$ cat src/rtl/pwm_chan_pkg.sv
package pwm_chan_pkg;

    typedef enum logic {
        ALN_EDGE   = 1'b0,
        ALN_CENTER = 1'b1
    } align_e;

    typedef enum logic {
        DIR_UP   = 1'b0,
        DIR_DOWN = 1'b1
    } dir_e;

    // Output level for a counter value; all-ones duty forces the inactive level.
    function automatic logic pwm_level(align_e m, int unsigned c, int unsigned d,
                                       int unsigned dmax, logic pol);
        logic on;
        if (d == dmax) return ~pol;
        on = (m == ALN_EDGE) ? (c <= d) : (c < d);
        return on ? pol : ~pol;
    endfunction

endpackage

$ cat src/rtl/pwm_chan_counter.sv
module pwm_chan_counter
    import pwm_chan_pkg::*;
#(
    parameter int DW = 8
) (
    input  logic          clk,
    input  logic          rst,
    input  logic          en,
    input  align_e        align_i,
    input  logic [DW-1:0] period_i,
    output logic          roll_o,
    output logic [DW-1:0] nxt_cnt_o,
    output align_e        nxt_mode_o
);
    logic [DW-1:0] cnt_q, nxt_cnt, per_q, nxt_per;
    dir_e          dir_q, nxt_dir;
    align_e        mode_q, nxt_mode;
    logic          run_q, nxt_run, roll;

    always_comb begin
        nxt_cnt  = cnt_q;
        nxt_dir  = dir_q;
        nxt_run  = run_q;
        nxt_per  = per_q;
        nxt_mode = mode_q;
        roll     = 1'b0;
        if (!en) begin
            nxt_cnt  = '0;
            nxt_dir  = DIR_UP;
            nxt_run  = 1'b0;
            nxt_per  = period_i;
            nxt_mode = align_i;
        end else if (!run_q) begin
            nxt_cnt = '0;
            nxt_dir = DIR_UP;
            nxt_run = 1'b1;
        end else begin
            if (mode_q == ALN_EDGE) begin
                if (cnt_q >= per_q) roll = 1'b1;
                else                nxt_cnt = cnt_q + 1'b1;
            end else if (per_q == '0) begin
                roll = 1'b1;
            end else if (dir_q == DIR_UP) begin
                if (cnt_q >= per_q - 1'b1) nxt_dir = DIR_DOWN;
                else                       nxt_cnt = cnt_q + 1'b1;
            end else begin
                if (cnt_q == '0) roll = 1'b1;
                else             nxt_cnt = cnt_q - 1'b1;
            end
            if (roll) begin
                nxt_cnt  = '0;
                nxt_dir  = DIR_UP;
                nxt_per  = period_i;
                nxt_mode = align_i;
            end
        end
    end

    always_ff @(posedge clk) begin
        if (rst) begin
            cnt_q  <= '0;
            dir_q  <= DIR_UP;
            run_q  <= 1'b0;
            per_q  <= '0;
            mode_q <= ALN_EDGE;
        end else begin
            cnt_q  <= nxt_cnt;
            dir_q  <= nxt_dir;
            run_q  <= nxt_run;
            per_q  <= nxt_per;
            mode_q <= nxt_mode;
        end
    end

    assign roll_o     = roll;
    assign nxt_cnt_o  = nxt_cnt;
    assign nxt_mode_o = nxt_mode;

    AST_EDGE_BOUND: assert property (@(posedge clk) disable iff (rst)
        (run_q && mode_q == ALN_EDGE) |-> (cnt_q <= per_q));
    AST_CENTER_BOUND: assert property (@(posedge clk) disable iff (rst)
        (run_q && mode_q == ALN_CENTER && per_q != '0) |-> (cnt_q < per_q));
    AST_IDLE_COUNT: assert property (@(posedge clk) disable iff (rst)
        !en |=> (cnt_q == '0 && !run_q));
    AST_CFG_HOLD: assert property (@(posedge clk) disable iff (rst)
        (run_q && en && !roll) |=> ($stable(per_q) && $stable(mode_q)));
endmodule

$ cat src/rtl/pwm_chan_duty.sv
module pwm_chan_duty #(
    parameter int DW = 8
) (
    input  logic          clk,
    input  logic          rst,
    input  logic          en,
    input  logic          roll_i,
    input  logic          we_i,
    input  logic [DW-1:0] wdata_i,
    output logic [DW-1:0] rdata_o,
    output logic [DW-1:0] nxt_act_o
);
    localparam logic [DW-1:0] RST_VAL = '1;

    logic [DW-1:0] buf_q, act_q, nxt_buf, nxt_act;

    always_comb begin
        nxt_buf = we_i ? wdata_i : buf_q;
        nxt_act = (!en || roll_i) ? nxt_buf : act_q;
    end

    always_ff @(posedge clk) begin
        if (rst) begin
            buf_q <= RST_VAL;
            act_q <= RST_VAL;
        end else begin
            buf_q <= nxt_buf;
            act_q <= nxt_act;
        end
    end

    assign rdata_o   = buf_q;
    assign nxt_act_o = nxt_act;

    AST_READBACK: assert property (@(posedge clk) disable iff (rst)
        we_i |=> (rdata_o == $past(wdata_i)));
    AST_ACTIVE_HOLD: assert property (@(posedge clk) disable iff (rst)
        (en && !roll_i) |=> $stable(act_q));
endmodule

$ cat src/rtl/pwm_chan_wave.sv
module pwm_chan_wave
    import pwm_chan_pkg::*;
#(
    parameter int DW = 8
) (
    input  logic          clk,
    input  logic          rst,
    input  logic          en,
    input  logic          pol,
    input  align_e        mode_i,
    input  logic [DW-1:0] cnt_i,
    input  logic [DW-1:0] duty_i,
    output logic          out_o
);
    localparam int unsigned DMAX = (1 << DW) - 1;

    logic lvl;

    always_comb begin
        if (!en) lvl = ~pol;
        else     lvl = pwm_level(mode_i, int'(cnt_i), int'(duty_i), DMAX, pol);
    end

    always_ff @(posedge clk) begin
        if (rst) out_o <= ~pol;
        else     out_o <= lvl;
    end
endmodule

$ cat src/rtl/pwm_chan.sv
module pwm_chan
    import pwm_chan_pkg::*;
#(
    parameter int DW = 8
) (
    input  logic          clk,
    input  logic          rst,
    input  logic          en,
    input  logic          align,
    input  logic          pol,
    input  logic [DW-1:0] period,
    input  logic          duty_we,
    input  logic [DW-1:0] duty_wdata,
    output logic [DW-1:0] duty_rdata,
    output logic          pwm_out
);
    logic          roll;
    logic [DW-1:0] nxt_cnt, nxt_act;
    align_e        nxt_mode;

    pwm_chan_counter #(.DW(DW)) u_cnt (
        .clk(clk), .rst(rst), .en(en), .align_i(align_e'(align)),
        .period_i(period), .roll_o(roll), .nxt_cnt_o(nxt_cnt),
        .nxt_mode_o(nxt_mode)
    );

    pwm_chan_duty #(.DW(DW)) u_duty (
        .clk(clk), .rst(rst), .en(en), .roll_i(roll), .we_i(duty_we),
        .wdata_i(duty_wdata), .rdata_o(duty_rdata), .nxt_act_o(nxt_act)
    );

    pwm_chan_wave #(.DW(DW)) u_wave (
        .clk(clk), .rst(rst), .en(en), .pol(pol), .mode_i(nxt_mode),
        .cnt_i(nxt_cnt), .duty_i(nxt_act), .out_o(pwm_out)
    );

    AST_IDLE_LEVEL: assert property (@(posedge clk) disable iff (rst)
        !en |=> (pwm_out == !$past(pol)));
    AST_FULL_DUTY_OFF: assert property (@(posedge clk) disable iff (rst)
        (en && nxt_act == '1) |=> (pwm_out == !$past(pol)));
endmodule

$ cat config.mk
export PLATFORM = sky130hd
export DESIGN_NAME = pwm_chan
export DESIGN_NICKNAME = d
export VERILOG_FILES = /design/src/rtl/pwm_chan_pkg.sv /design/src/rtl/pwm_chan_counter.sv /design/src/rtl/pwm_chan_duty.sv /design/src/rtl/pwm_chan_wave.sv /design/src/rtl/pwm_chan.sv
export SDC_FILE = /design/constraint.sdc
export NUM_CORES = 1
export LEC_CHECK = 0
export ABC_CLOCK_PERIOD_IN_PS = 6200
export BUFFER_PORTS_ARGS = -buffer_cell sky130_fd_sc_hd__buf_2
export CAP_MARGIN = 5
export CORE_MARGIN = 5
export CORE_UTILIZATION = 66
export CTS_BUF_LIST = sky130_fd_sc_hd__clkbuf_8
export DETAILED_ROUTE_END_ITERATION = 6
export PLACE_DENSITY = 0.95
export SLEW_MARGIN = 40
export SYNTH_ARGS = -nofsm -noshare
export SYNTH_HDL_FRONTEND = slang
export SYNTH_SLANG_ARGS = --single-unit
export TNS_END_PERCENT = 50
$ cat constraint.sdc
create_clock -name clk -period 6.2 [get_ports clk]
set_input_delay 0.62 -clock clk [delete_from_list [all_inputs] [get_ports clk]]
set_output_delay 0.62 -clock clk [all_outputs]
set_load 0.02 [all_outputs]
* After elaboration in Yosys (flattened, before gate mapping)
Cells that the tools add are included.
** Storage, ports and cells
- Bits in registers :: 36
- Latch bits :: 0
- Memory bits (writable) :: 0
- Bits in read-only memories :: 0
- Input port bits :: 22
- Output and inout bits :: 9
- Word-level logic and storage cells :: 66
- Memories :: 0
** Cells by class
- Add/sub/neg operators :: 3
- Multipliers :: 0
- Div/mod/pow operators :: 0
- Order comparisons :: 4
- Equality and inequality tests :: 3
- Shift operators :: 0
- Mux-type cells :: 37
- Bitwise logic cells :: 4
- Reductions and logical operators :: 7
** Operator list (count)
- two-way mux 8 bit :: 14
- two-way mux 1 bit :: 23
- greater-or-equal comparator 8 bit :: 2
- logical NOT 8 bit :: 2
- subtractor 8 x 1 -> 8 bit, second input constant :: 2
- adder 8 x 1 -> 8 bit, second input constant :: 1
- == test 8 bit, second input constant :: 1
- <= comparator 8 bit :: 1
- < comparator 8 bit :: 1
- inequality test 2 x 1 -> 1 bit, second input constant :: 2
- NOT 1 bit :: 4
- AND reduction 2 bit :: 2
- OR reduction 4 bit :: 1
- logical NOT 1 bit :: 1
- logical OR 1 bit :: 1

* Logic depth before layout (Yosys ltp)
Gate-level depths: netlist of the first run.
- Depth in word-level cells :: 17
- Depth in mapped cells :: 21
- Depth with buffers taken out :: 21

* By module
Synthesis of the first run repeated with hierarchy kept, for this count alone.
** Second synthesis, totals
- Cell total of the unflattened synthesis :: 354
- Area, all modules :: 2937.8 um2
** By module, submodules not included
- pwm_chan_counter :: instances 1, cells an instance 246, area each 1924.3 um2, sequential area each 380.4 um2
- pwm_chan_duty :: instances 1, cells an instance 74, area each 752.0 um2, sequential area each 320.3 um2
- pwm_chan_wave :: instances 1, cells an instance 34, area each 261.5 um2, sequential area each 20.0 um2

* Least setup slack after synthesis of the first run
OpenSTA, ideal clock, no wires.
- Kind :: flip-flop to flip-flop
- From :: reg u_cnt.per_q[2]
- To :: reg u_wave.out_o
- Library setup time :: 0.072 ns
- Arrival :: 3.816 ns
- Data required time :: 6.128 ns
- Setup slack :: 2.312 ns
- Stages on the path, launching flop included :: 21
- Buffers on the path :: 1
- Period minus slack after synthesis :: 3.888 ns
- Cells stage by stage :: dfxtp_1 -> or4_1 -> buf_2 -> nor4_1 -> xnor2_1 -> ha_1 -> nand2_1 -> nor2_1 -> nand2_1 -> o22ai_1 -> nor4b_1 -> a311oi_1 -> nor3_1 -> ha_1 -> nor2b_1 -> o21ai_0 -> nand2b_1 -> a21oi_1 -> o211ai_1 -> a22oi_2 -> xnor2_1
** Between the ends
- Cells in the longest elaborated chain, start to end :: 15
- Elaborated cells between the ends (all ways) :: 34
- Classes of those cells :: add/sub (1); order compare (4); eq/ne (1); mux (26); reduce/logical (2)
** Ends and longest elaborated chain
- start: declaration :: RTL line pwm_chan_counter.sv:15 : logic [DW-1:0] cnt_q, nxt_cnt, per_q, nxt_per;
- start signal: assignment :: RTL line pwm_chan_counter.sv:70 : per_q <= nxt_per;
- subtractor 8 x 1 -> 8 bit :: RTL line pwm_chan_counter.sv:44 : if (cnt_q >= per_q - 1'b1) nxt_dir = DIR_DOWN;
- greater-or-equal comparator 8 bit :: RTL line pwm_chan_counter.sv:44
- two-way mux 8 bit :: RTL line pwm_chan_counter.sv:44
- two-way mux 8 bit :: RTL line pwm_chan_counter.sv:43 : end else if (dir_q == DIR_UP) begin
- two-way mux 8 bit :: RTL line pwm_chan_counter.sv:41 : end else if (per_q == '0) begin
- two-way mux 8 bit :: RTL line pwm_chan_counter.sv:38 : if (mode_q == ALN_EDGE) begin
- two-way mux 8 bit * :: RTL line pwm_chan_counter.sv:50 : if (roll) begin
- two-way mux 8 bit * :: RTL line pwm_chan_counter.sv:33 : end else if (!run_q) begin
- two-way mux 8 bit * :: RTL line pwm_chan_counter.sv:27 : if (!en) begin
- named net nxt_cnt[1] :: RTL line pwm_chan.sv:18 : logic [DW-1:0] nxt_cnt, nxt_act;
- <= comparator 8 bit or < comparator 8 bit (tied branches) :: RTL line pwm_chan_pkg.sv:18 : on = (m == ALN_EDGE) ? (c <= d) : (c < d);
- two-way mux 1 bit * :: RTL line pwm_chan_pkg.sv:18
- two-way mux 1 bit * :: RTL line pwm_chan_pkg.sv:19 : return on ? pol : ~pol;
- two-way mux 1 bit * :: RTL line pwm_chan_pkg.sv:18
- two-way mux 1 bit * :: RTL line pwm_chan_wave.sv:20 : if (!en) lvl = ~pol;
- two-way mux 1 bit * :: RTL line pwm_chan_wave.sv:25 : if (rst) out_o <= ~pol;
- end signal: assignment :: RTL line pwm_chan_wave.sv:25
- end signal: assignment :: RTL line pwm_chan_wave.sv:26 : else out_o <= lvl;
- end: declaration :: RTL line pwm_chan_wave.sv:13 : output logic out_o
The timed path passes the listed nets; every way through them passes the cells marked *. The select of a mux whose other input is x is not followed.
A chain may end at the register's enable or synchronous reset.

* Worst setup path after layout of the first run
Same ends and word-level chain as after synthesis.

==> results of run 1 <==
==> layer usage <==
| metal | up-vias | track usage (%) | part of all wire [%] |
|---|---|---|---|
| met2 | 143 | 48.36 | 47 |
| met1 | 1287 | 36.57 | 41 |
| met5 | - | 0 | 0 |
| met3 | 32 | 5.607 | 7.1 |
| met4 | 0 | 16.60 | 4.4 |
| li1 | 1303 | - | - |
==> state kept, by name, indices dropped and copies added (netlist names) <==
name and count:
u_duty.rdata_o 8, u_cnt.mode_q 1, u_cnt.run_q 1, u_cnt.cnt_q 8, u_cnt.dir_q 1, u_wave.out_o 1, u_duty.act_q 8, u_cnt.per_q 8
==> cells in the final DEF (no fill, tap or decap), drive strengths merged, types with 7 or more instances in the layout <==
cell type  count
dfxtp         36
o21ai         18
xnor2         11
buf           31
nand2         27
o211ai         7
nor2          35
inv           16
a21oi         24
nand4         11
nand3         11
ha            29
nand2b        19
mux2i         10
and3           8
==> final timing paths <==
| kind | startpoint | depth (start not counted) | to | slack, ps |
|---|---|---|---|---|
| hold reg to reg | u_duty.rdata_o[5]$_SDFF_PP1_ | 2 | u_duty.rdata_o[5]$_SDFF_PP1_ | 550 |
| setup / recovery | u_cnt.per_q[2]$_SDFFE_PP0P_ | 19 | u_wave.out_o$_DFF_P_ | 1620 |
| hold / removal | pol | 2 | u_wave.out_o$_DFF_P_ | 520 |
| setup reg to reg | u_cnt.per_q[2]$_SDFFE_PP0P_ | 19 | u_wave.out_o$_DFF_P_ | 1620 |
==> report_power, final <==
part           internal (mW)  leakage, nW  total, mW  switching (mW)
Clock                 0.0885       0.0510      0.170          0.0819
Combinational         0.0641        0.958      0.164          0.0996
Sequential             0.244        0.296      0.257          0.0133
Total                  0.397         1.31      0.591           0.195
==> cell usage after synthesis (all sizes together) (7+ instances only) <==
cell type   n
o21ai      18
nor2       35
mux2i      10
nand2b     19
nand3      11
xnor2      11
and3        8
a21oi      24
ha         29
nand4      11
nand2      27
o211ai      7
inv        16
buf         8
clkbuf     11
dfxtp      36
==> kinds of logic after synthesis <==
group,after synthesis
AND/OR/NAND/NOR,145
AO/OA/AOI/OAI,81
flip-flops,36
buffers and inverters,35
adder cells (fa/ha/maj),29
XOR/XNOR,15
multiplexers,10
==> area by class of cell <==
cell class                      instances  area [µm²]
Sequential cell                        36       720.7
Multi-Input combinational cell        280        1916
Tap cell                               50       62.56
Inverter                               16       60.06
Clock buffer                            6       82.58
Timing Repair Buffer                   31       157.7
Clock inverter                          2       10.01
Fill cell                             303        1049
==> run summary, run 1 <==
OUTCOME
------------------------------------------------------------------------------------
Run status                                                              complete, no violations

SYNTH
------------------------------------------------------------------------------------
Yosys warning total                                                                0
Synthesized net count                                                            402
Fraction of post-synthesis cell area in the top cell type by area             25.86%
Post-synthesis adder-cell area fraction                                       13.02%
Post-Synthesis Cells                                                             351
Async set or reset register ratio after synthesis                                 0%
Sequential area share after synthesis                                         25.86%
Commonest register cell after synthesis                                 sky130_fd_sc_hd__dfxtp_1
Share of cell area taken by muxes after synthesis                             3.592%
Average footprint of a synthesized cell                                    7.939 µm²
Top cell type by total area after synthesis                             sky130_fd_sc_hd__dfxtp_1
Count of different cell masters after synthesis                                   58
Dominant combinational cell family by area after synthesis              simple AND/OR/NAND/NOR gates
Xor-xnor portion of the synthesized cell area                                 4.715%
Flop and latch count out of synthesis                                             36
Post-synthesis simple-gate area fraction                                      27.08%
Number of enable flip-flop cells after synthesis                                   0
Compound-gate portion of the synthesized area                                 20.34%
Synth top area cells                                                    sky130_fd_sc_hd__dfxtp_1, sky130_fd_sc_hd__ha_1, sky130_fd_sc_hd__nor2_1
Combined area of all synthesized cells                                      2786 µm²

GLOBAL ROUTING
------------------------------------------------------------------------------------
Maximum number of pins on one net before global-route repair                      29
Total gr overflow                                                                  0
Vias in the first global route                                                 2,743
Gr usage total                                                                29.63%
Wire length of the first global-routing pass                               12,720 µm
Antenna violations before repair                                                   0

CLOCK TREE
------------------------------------------------------------------------------------
Clock buffers created by TritonCTS                                                 5
Post-CTS sizing                                                                    0
Sink count of the clock tree                                                      36
Clock insertion delay at the later pin of the skew report                     300 ps
Cell at the root of the clock tree                                      sky130_fd_sc_hd__clkbuf_8
CTS tree                                                                         yes
Clock slew seen by the registers of the worst setup and hold paths             70 ps
Largest buffer count on any clock path                                             2
Number of buffers added to fix hold violations after cts                           0
Post-CTS setup buffers                                                             0
Count of H-tree levels built during CTS                                            2

LAYOUT
------------------------------------------------------------------------------------
Area Growth Syn to Fin                                                        7.993%
Antenna diode instance count                                                       0
Number of nets in the finished design                                            421
Cell area after layout                                                      3009 µm²
Utilization after layout                                                      74.16%
Fraction of layout instances using a drive strength above 1                   13.75%
Non-filler instance count after layout                                           421

FLOORPLANNING
------------------------------------------------------------------------------------
Total number of placement rows                                                    23
Number of top-level design ports                                                  31
Core area                                                                   4058 µm²
Effective utilization at floorplan                                            68.67%
Horiz. Die Dim                                                              74.98 µm
Die outline height                                                          74.98 µm
Area of the die                                                             5621 µm²

DETAILED ROUTING
------------------------------------------------------------------------------------
Wire per inst                                                               17.98 µm
Vias after detailed routing                                                    2,765
Number of DRC markers in iteration 0                                             360
Routed WL                                                                    7570 µm
Final ANT Viol Nets                                                                0
DRC violations left                                                                0
Length of the first detailed-routing pass in iterations                            5
Via density                                                                    6.568

PLACE
------------------------------------------------------------------------------------
Placed cell count                                                                413
Dpl cell area                                                               2917 µm²
# port buffers                                                                    30
Detailed placement HPWL                                                      5734 µm
Setup Slack @ Placement                                                      1774 ps
Weighted congestion at the end of routability-driven global placement         0.9684

SETUP PATH
------------------------------------------------------------------------------------
WP data arrival                                                              4810 ps
Critical Path Sink Type                                                    flip-flop
Slowest stage delay, CP                                                       660 ps
Count of buffering cells on the critical path with inverters included              0
CP Cell Sequence                                                        or4_1, nor4_1, xnor2_1, ha_1, nand2_1, nor2_1, nand2_1, o22ai_1, nor4b_1, a311oi_1, nor3_1, ha_1, nor2b_1, o21ai_0, nand2b_1, a21oi_1, o211ai_1, a22oi_2, xnor2_1
Critical path type                                                        reg -> reg
Data required time of the worst path                                         6430 ps
Cell with the largest stage delay on the worst path                     sky130_fd_sc_hd__or4_1
Type of element launching the critical path                                flip-flop
Kind of cell adding the most delay to the critical path                 simple AND/OR/NAND/NOR gates
Critical-path maximum fanout                                                       7

JOB
------------------------------------------------------------------------------------
Total of max-cap violations                                                        0

TIMING
------------------------------------------------------------------------------------
Pins Over Slew Limit                                                               0
Setup violation total in the final timing report                                   0
Worst-case headroom to the max-slew limit                                     55.80%
Worst hold slack                                                            519.4 ps
Worst-case clock skew                                                       7.338 ps
Minimum period implied by the final worst setup slack                        4576 ps
Number of failing hold endpoints at the final stage                                0
Maximum operating frequency                                               0.2185 GHz
Final setup margin                                                           1624 ps
RSZ-0062 raised after global routing                                              no
Transition time of the tightest slew-check pin                              662.1 ps
Fin crit share                                                                73.81%
Total negative slack for setup checks                                           0 ps

POWER AND IR DROP
------------------------------------------------------------------------------------
Highest ir drop seen on vdd                                                0.2097 mV
Power after layout                                                          591.4 µW
Leakage dissipation                                                         1.305 nW
Areal power density over the cells                                      196.5 nW/µm²

HOLD PATH
------------------------------------------------------------------------------------
Class of the most critical hold timing path                                in -> reg

Note: power is estimated with default switching activity, not from simulation.
==> run 2, diff against run 1 <==
--- a/config.mk
+++ b/config.mk
@@ -5,14 +5,14 @@
 export SDC_FILE = /design/constraint.sdc
 export NUM_CORES = 1
 export LEC_CHECK = 0
-export ABC_CLOCK_PERIOD_IN_PS = 6200
+export ABC_CLOCK_PERIOD_IN_PS = 4400
 export BUFFER_PORTS_ARGS = -buffer_cell sky130_fd_sc_hd__buf_2
 export CAP_MARGIN = 5
 export CORE_MARGIN = 5
-export CORE_UTILIZATION = 66
+export CORE_UTILIZATION = 61
 export CTS_BUF_LIST = sky130_fd_sc_hd__clkbuf_8
 export DETAILED_ROUTE_END_ITERATION = 6
-export PLACE_DENSITY = 0.95
+export PLACE_DENSITY = 0.9
 export SLEW_MARGIN = 40
 export SYNTH_ARGS = -nofsm -noshare
 export SYNTH_HDL_FRONTEND = slang
==> constraint.sdc (replaced) <==
create_clock -name clk -period 4.4 [get_ports clk]
set_input_delay 0.44 -clock clk [delete_from_list [all_inputs] [get_ports clk]]
set_output_delay 0.44 -clock clk [all_outputs]
set_load 0.02 [all_outputs]
==> run 2 against run 1 <==
Net effect:
- final area is 2.3% higher
- non-clock buffer count grew 5
- largest cell class unchanged
- largest power group unchanged
- first-iteration DRC count fell by 32%
- maximum frequency increased by 12%
- sequential power is 41% higher
- sequential share of layout area fell by 0.54 points
- clock-buffer cell count increased by 1
- critical path type unchanged
==> run summary, run 2 (same netlist as run 1, synthesis figures left out) <==
TIMING
------------------------------------------------------------------------------------
Number of failing hold endpoints at the final stage                                0
Transition time of the tightest slew-check pin                              666.3 ps
Setup violation total in the final timing report                                   0
Fin crit share                                                                93.23%
Worst-case clock skew                                                       5.932 ps
Pins Over Slew Limit                                                               0
Worst hold slack                                                            334.7 ps
Minimum period implied by the final worst setup slack                        4102 ps
RSZ-0062 raised after global routing                                              no
Worst-case headroom to the max-slew limit                                     55.52%
Total negative slack for setup checks                                           0 ps
Maximum operating frequency                                               0.2438 GHz

GLOBAL ROUTING
------------------------------------------------------------------------------------
Antenna violations before repair                                                   0
Vias in the first global route                                                 2,697
Maximum number of pins on one net before global-route repair                      29
Total gr overflow                                                                  0
Gr usage total                                                                25.14%
Wire length of the first global-routing pass                               12,340 µm

SETUP PATH
------------------------------------------------------------------------------------
Worst-case register-to-register setup slack                                   300 ps
Slowest stage delay, CP                                                       570 ps
WP data arrival                                                              4330 ps
Kind of cell adding the most delay to the critical path                 simple AND/OR/NAND/NOR gates
Critical-path maximum fanout                                                       5
Data required time of the worst path                                         4630 ps
Critical path type                                                        reg -> reg
Count of buffering cells on the critical path with inverters included              1
Critical Path Sink Type                                                    flip-flop
Type of element launching the critical path                                flip-flop
CP Cell Sequence                                                        or4_1, buf_4, nor2_1, xnor2_1, ha_1, a21o_1, nor2_1, nand3_1, o41ai_1, or3b_2, a32oi_1, nor2b_1, ha_1, nand4_1, nor4_1, nand2_1, a22oi_2, xnor2_1
Cell with the largest stage delay on the worst path                     sky130_fd_sc_hd__or4_1

PLACE
------------------------------------------------------------------------------------
Detailed placement HPWL                                                      5623 µm
# port buffers                                                                    30
Weighted congestion at the end of routability-driven global placement         0.9581

FLOORPLANNING
------------------------------------------------------------------------------------
Core area                                                                   4384 µm²
Total number of placement rows                                                    24
Effective utilization at floorplan                                            63.56%
Number of top-level design ports                                                  31
Die outline height                                                          77.59 µm
Horiz. Die Dim                                                              77.59 µm
Area of the die                                                             6019 µm²

JOB
------------------------------------------------------------------------------------
Total of max-cap violations                                                        0

DETAILED ROUTING
------------------------------------------------------------------------------------
Number of DRC markers in iteration 0                                             244
Wire per inst                                                               18.01 µm
Via density                                                                    6.480
Vias after detailed routing                                                    2,767
Length of the first detailed-routing pass in iterations                            5
DRC violations left                                                                0
Final ANT Viol Nets                                                                0
Routed WL                                                                    7690 µm

CLOCK TREE
------------------------------------------------------------------------------------
Count of H-tree levels built during CTS                                            2
Post-CTS setup buffers                                                             0
Clock insertion delay at the later pin of the skew report                     290 ps
Clock buffers created by TritonCTS                                                 5
Number of buffers added to fix hold violations after cts                           0
Largest buffer count on any clock path                                             2
CTS tree                                                                         yes
Sink count of the clock tree                                                      36
Cell at the root of the clock tree                                      sky130_fd_sc_hd__clkbuf_8
Clock slew seen by the registers of the worst setup and hold paths             70 ps
Post-CTS sizing                                                                    0

POWER AND IR DROP
------------------------------------------------------------------------------------
Clock share of power                                                           29.9%
Leakage dissipation                                                         1.334 nW
Reg power frac                                                                 42.1%
Internal portion of total power                                             577.4 µW
Power dissipated by switching net loads                                     283.1 µW
Switching share of power                                                      32.89%
Combinational group share of total power                                       28.0%
Areal power density over the cells                                      279.6 nW/µm²
Power after layout                                                          860.5 µW
Highest ir drop seen on vdd                                                0.2758 mV

OUTCOME
------------------------------------------------------------------------------------
Run status                                                              complete, no violations

LAYOUT
------------------------------------------------------------------------------------
Fraction of layout instances using a drive strength above 1                   15.73%
Area Growth Syn to Fin                                                        10.46%
Antenna diode instance count                                                       0
Utilization after layout                                                      70.21%
Count of filler cells inserted in the layout                                     343
Top library cells by usage in the layout, fill and taps aside           sky130_fd_sc_hd__dfxtp_1, sky130_fd_sc_hd__nor2_1, sky130_fd_sc_hd__buf_2
Commonest non-fill, non-tap cell in the layout                          sky130_fd_sc_hd__dfxtp_1
Number of nets in the finished design                                            426

HOLD PATH
------------------------------------------------------------------------------------
Class of the most critical hold timing path                                in -> reg

[run 2: final timing paths]
path | from | end | depth (start not counted)
worst min-delay path | pol | u_wave.out_o$_DFF_P_ | 2
worst max-delay path | u_cnt.per_q[2]$_SDFFE_PP0P_ | u_wave.out_o$_DFF_P_ | 18
worst min register to register | u_duty.rdata_o[7]$_SDFF_PP1_ | u_duty.rdata_o[7]$_SDFF_PP1_ | 2
worst max register to register | u_cnt.per_q[2]$_SDFFE_PP0P_ | u_wave.out_o$_DFF_P_ | 18
[run 2: layout make-up]
type / count / area, µm² / share of cell area, %
Sequential cell: 36 / 720.7 / 23.41
Clock buffer: 7 / 96.34 / 3.130
Timing Repair Buffer: 36 / 195.2 / 6.341
Multi-Input combinational cell: 280 / 1941 / 63.05
Inverter: 16 / 60.06 / 1.951
Tap cell: 52 / 65.06 / 2.114
[run 2: metal layers]
metal / vias up / share of wire, % / wire length, µm / track usage [%]
met4: 0 / 2.7 / 204 / 12.71
met2: 134 / 49 / 3773 / 41.99
li1: 1310 / - / - / -
met3: 27 / 7.3 / 558 / 4.630
met5: - / 0 / 0 / 0
met1: 1296 / 41 / 3153 / 30.66
[run 2: stage by stage]
step	cell area (µm²)	worst slack (ps)	instances
5_1_grt	3078	48.32	427
3_5_place_dp	2957	139.0	420
4_1_cts	3053	106.7	427
6_report	3078	297.8	427
3_3_place_gp	2957	308.3	420
2_1_floorplan	2786	511.9	351
[run 2: power groups by stage]
stage	logic, mW	registers [mW]	clock network (mW)
2_1_floorplan	0.170	0.367	0
3_3_place_gp	0.221	0.367	0
3_5_place_dp	0.230	0.368	0
4_1_cts	0.232	0.361	0.260
5_1_grt	0.263	0.364	0.278
6_report	0.241	0.362	0.258
